### src/rtl/isr_pkg.sv
package isr_pkg;
  localparam int PEND_W   = 3;
  localparam int LVL_W    = 3;
  localparam int NSRC     = 5;
  localparam int REG_W    = 8;
  // pending bit positions in the register
  localparam int P_TX     = 0;
  localparam int P_RX     = 1;
  localparam int P_ERR    = 2;
  localparam int LVL_LSB  = 4;
  // grant positions
  localparam int G_ERR    = 0;
  localparam int G_DRX    = 1;
  localparam int G_DTX    = 2;
  localparam int G_IRX    = 3;
  localparam int G_ITX    = 4;
  localparam logic [LVL_W-1:0] LVL_NONE = '1;

  // source at a given rank (0 = highest) for the selected mode
  function automatic int src_at_rank(input int rank, input logic stop);
    int s;
    s = rank;
    if (!stop) begin
      case (rank)
        0: s = G_DRX;
        1: s = G_DTX;
        2: s = G_ERR;
        default: s = rank;
      endcase
    end
    return s;
  endfunction
endpackage

### src/rtl/isr_pend_bit.sv
module isr_pend_bit (
  input  logic clk,
  input  logic rst,
  input  logic set_i,
  input  logic force_i,
  input  logic clr_i,
  output logic q
);
  always_ff @(posedge clk) begin
    if (rst)                  q <= 1'b0;
    else if (set_i || force_i) q <= 1'b1;
    else if (clr_i)           q <= 1'b0;
  end
endmodule

### src/rtl/isr_src_arb.sv
module isr_src_arb
  import isr_pkg::*;
#(
  parameter int N = NSRC
) (
  input  logic         stop,
  input  logic [N-1:0] req,
  output logic [N-1:0] gnt
);
  always_comb begin
    logic found;
    int   s;
    gnt   = '0;
    found = 1'b0;
    for (int r = 0; r < N; r++) begin
      s = src_at_rank(r, stop);
      if (!found && req[s]) begin
        gnt[s] = 1'b1;
        found  = 1'b1;
      end
    end
  end
endmodule

### src/rtl/isr_prio_arb.sv
module isr_prio_arb
  import isr_pkg::*;
#(
  parameter int NUM_ERR_FLAGS = 8
) (
  input  logic                     clk,
  input  logic                     rst,
  input  logic                     wr_en,
  input  logic [REG_W-1:0]         wr_data,
  output logic [REG_W-1:0]         rd_data,
  input  logic                     ev_err,
  input  logic                     ev_rx,
  input  logic                     ev_tx,
  input  logic                     int_en,
  input  logic [NUM_ERR_FLAGS-1:0] err_flags,
  input  logic                     dma_rx_req,
  input  logic                     dma_tx_req,
  input  logic                     dma_stop,
  output logic                     irq,
  output logic [LVL_W-1:0]         irq_level,
  output logic [NSRC-1:0]          grant
);
  logic [PEND_W-1:0] pend_q;
  logic [PEND_W-1:0] ev_vec;
  logic [LVL_W-1:0]  lvl_q;
  logic [NSRC-1:0]   req_vec;
  logic [NSRC-1:0]   gnt_c;
  logic              flag_any;

  assign ev_vec   = {ev_err, ev_rx, ev_tx};
  assign flag_any = |err_flags;

  genvar gi;
  generate
    for (gi = 0; gi < PEND_W; gi++) begin : g_pend
      isr_pend_bit u_bit (
        .clk     (clk),
        .rst     (rst),
        .set_i   (ev_vec[gi] && int_en),
        .force_i ((gi == P_ERR) ? flag_any : 1'b0),
        .clr_i   (wr_en && !wr_data[gi]),
        .q       (pend_q[gi])
      );
    end
  endgenerate

  always_ff @(posedge clk) begin
    if (rst)        lvl_q <= LVL_NONE;
    else if (wr_en) lvl_q <= wr_data[LVL_LSB +: LVL_W];
  end

  assign rd_data = {1'b1, lvl_q, 1'b0, pend_q};

  always_comb begin
    req_vec        = '0;
    req_vec[G_ERR] = pend_q[P_ERR];
    req_vec[G_DRX] = dma_rx_req;
    req_vec[G_DTX] = dma_tx_req;
    req_vec[G_IRX] = pend_q[P_RX];
    req_vec[G_ITX] = pend_q[P_TX];
  end

  isr_src_arb #(.N(NSRC)) u_arb (
    .stop (dma_stop),
    .req  (req_vec),
    .gnt  (gnt_c)
  );

  always_ff @(posedge clk) begin
    if (rst) begin
      irq       <= 1'b0;
      irq_level <= LVL_NONE;
      grant     <= '0;
    end else begin
      irq       <= (|pend_q) && (lvl_q != LVL_NONE);
      irq_level <= lvl_q;
      grant     <= gnt_c;
    end
  end
endmodule

### config.mk
export PLATFORM = sky130hd
export DESIGN_NAME = isr_prio_arb
export DESIGN_NICKNAME = d
export VERILOG_FILES = /design/src/rtl/isr_pkg.sv /design/src/rtl/isr_pend_bit.sv /design/src/rtl/isr_src_arb.sv /design/src/rtl/isr_prio_arb.sv
export SDC_FILE = /design/constraint.sdc
export NUM_CORES = 1
export LEC_CHECK = 0
export ABC_AREA = 1
export BUFFER_PORTS_ARGS = -buffer_cell sky130_fd_sc_hd__buf_2
export CAP_MARGIN = 10
export CORE_MARGIN = 4
export CORE_UTILIZATION = 43
export DETAILED_ROUTE_END_ITERATION = 8
export PLACE_DENSITY = 0.86
export SETUP_SLACK_MARGIN = 0.2
export SYNTH_ARGS = -nofsm -noshare
export SYNTH_HDL_FRONTEND = slang
export SYNTH_HIERARCHICAL = 1
export SYNTH_SLANG_ARGS = --single-unit
### constraint.sdc
create_clock -name clk -period 1.2 [get_ports clk]
set_input_delay 0.18 -clock clk [delete_from_list [all_inputs] [get_ports clk]]
set_output_delay 0.18 -clock clk [all_outputs]
set_load 0.02 [all_outputs]
==> flow_summary.toml <==
[timing]
max_freq_ghz = 1.033
hold_violations = 0
finalWorstSetupSlack_ns = 0.2324
worst_hold_slack_ns = 0.1111
fin_setup_tns_ns = 0
rsz0062_at_grt = "no"
skew_ns = 0.003097
finalMaxSlewViolations = 0
min_period_ns = 0.9676
setup_viol = 0
fin_crit_sh_pct = 80.64

[layout]
area_delta_synth_final_pct = 38.00
n_antenna_cell = 0
nNetsFinal = 167
drive_gt1_share_pct = 36.43
instances_no_fill = 155

[yosys]
ys_warn_count = 6
synthesis.area_sq_um = 651.9
synth.area.top_cells = "dfxtp_1, inv_1, nor2_1"
synth_top_area_share_pct = 46.07
yosysTopAreaCell = "dfxtp_1"
syn_inst = 98
synth_cell_types = 16
seq_area_frac_synth_pct = 46.07
ys_ff_latch = 15
avgSynthCellArea_sq_um = 6.652

[setup_path]
worst-path-max-fanout = 4
crit_arrival_ns = 0.79
cpPeakStageDelay_ns = 0.37
critical_path.cell_chain = "buf_4"
cp.required_ns = 1.02
cp-end-kind = "primary output"
path_class = "reg2out"
worst-path-buf-inv = 1
cp_top_family = "flip-flops"
start_kind = "register"
cpMaxStageDelayCell = "dfxtp_2"

[drt]
viasPerCell = 4.368
wl_microns = 1472
drtIter0Drc = 15
ant_nets = 0
num_vias = 677
dr.pass1.iters = 4
drc = 0
wire_per_inst_microns = 9.497

[flow_run]
drv_cap = 0

[worst_hold_path]
hold_class = "in2reg"

[power]
total_power_mw = 1.017
power_leakage_nw = 0.5422
power_density_mw_per_mm2 = 1130
worst_ir_drop_vdd_mv = 0.4826

[clock_network]
cts.sinks = 15
cts.htree.levels = 1
numCtsBuffers = 3
root_buffer = "clkbuf_4"
cts_hold_buf = 0
clk_latency_ns = 0.28
tritoncts = "built"
clkTransAtPathRegs_ns = 0.08
cts_buffer_depth = 2

[global_routing]
antenna_found_initial = 0
grt_pass1_wl_microns = 2090
grt_max_degree = 13
grt_pass1_vias = 536
groute.usage.overall_pct = 13.74
overflow = 0

[floorplanning]
boundaryPins = 43
fp.dieH_microns = 46.94
core.rowCount = 13
die-area_sq_mm = 0.002203
start_util_pct = 47.71
die_w_microns = 46.94
core_sq_mm = 0.001366

[place]
gp_congestion = 0.7409
port_buffers = 38
dp_slack_ns = 0.3815
place_inst = 150
hpwl_microns = 1107

[status]
outcome = "completed"
[stage by stage]
stage / instance area [sq um] / utilization, %
final: 899.6 / 65.84
after global routing: 899.6 / 65.84
after CTS: 880.8 / 64.47
after detailed placement: 842.1 / 61.63
after global placement: 842.1 / 61.63
after floorplan: 659.4 / -
[layout by cell type (no fill, tap or decap), drive strengths merged]
cell    synthesis  layout
a21oi           6       6
and2            1       1
buf             3      39
clkbuf          0       4
conb            2       4
dfxtp          15      15
inv            26      26
nand2          18      18
nand3           2       2
nor2           21      21
nor3            1       1
o21ai           3       3
[worst register-to-register path: stages (launching register included)]
cell     delay [ns]
dfxtp_4        0.36
buf_4          0.14
nand2_1        0.07
inv_1          0.05
nor2_1         0.08
inv_1          0.04
nor2_1         0.07
[metal layers]
| layer | up-vias | track usage, % | wire length [microns] |
|---|---|---|---|
| li1 | 355 | - | - |
| met1 | 274 | 14.42 | 515 |
| met2 | 44 | 23.85 | 729 |
| met3 | 4 | 3.065 | 205 |
| met4 | 0 | 9.945 | 22 |
| met5 | - | 0 | 0 |
[worst paths after layout]
path | from | endpoint | slack, ns | cells after the start
worst max-delay path | g_pend[0].u_bit/q | rd_data[0] | 0.23 | 1
worst min-delay path | wr_data[6] | lvl_q[2] | 0.11 | 3
worst max register to register | g_pend[2].u_bit/q | grant[2] | 0.34 | 6
worst min register to register | lvl_q[1] | irq_level[1] | 0.47 | 2
[Yosys cell counts]
master,instances
a21oi_1,6
o21ai_0,3
and2_1,1
nor3_1,1
nand2_2,1
nor2_2,1
nor2_1,20
inv_2,1
buf_4,2
conb_1,2
nand3_1,2
nand2_1,17
buf_6,1
dfxtp_1,15
inv_4,1
inv_1,24
[power breakdown]
part           leakage (nW)  internal, mW  switching, mW
logic                 0.403        0.0833          0.116
registers             0.124         0.526         0.0152
clock network        0.0150         0.129          0.147
total                 0.542         0.738          0.279
[cell families (layout without fill, tap and decap cells)]
| family | after synthesis | after routing | synth area share, % |
|---|---|---|---|
| AO/OA/AOI/OAI | 9 | 9 | 6.909 |
| buffers and inverters | 29 | 69 | 19.39 |
| flip-flops | 15 | 15 | 46.07 |
| other | 2 | 4 | 1.152 |
| AND/OR/NAND/NOR | 43 | 43 | 26.49 |
[final cells by class]
| type | instances | area, sq um |
|---|---|---|
| sequential | 15 | 309.0 |
| tap | 15 | 18.77 |
| fill | 115 | 466.7 |
| timing repair buffer | 39 | 212.7 |
| clock buffer | 4 | 26.28 |
| inverter | 26 | 100.1 |
| multi-input combinational | 56 | 232.7 |
[state kept, by name (all words and copies together), names as in the netlist]
name,flops
g_pend.u_bit/q,3
grant,5
irq,1
irq_level,3
lvl_q,3
[what timing repair did]
item | in CTS | in global routing
resized for setup | 6 | 6
endpoints found under the hold margin | 0 | 0
buffers inserted | 0 | 1
setup endpoints to repair | 4 | 5
No activity file was read; power rests on OpenSTA's default activity.
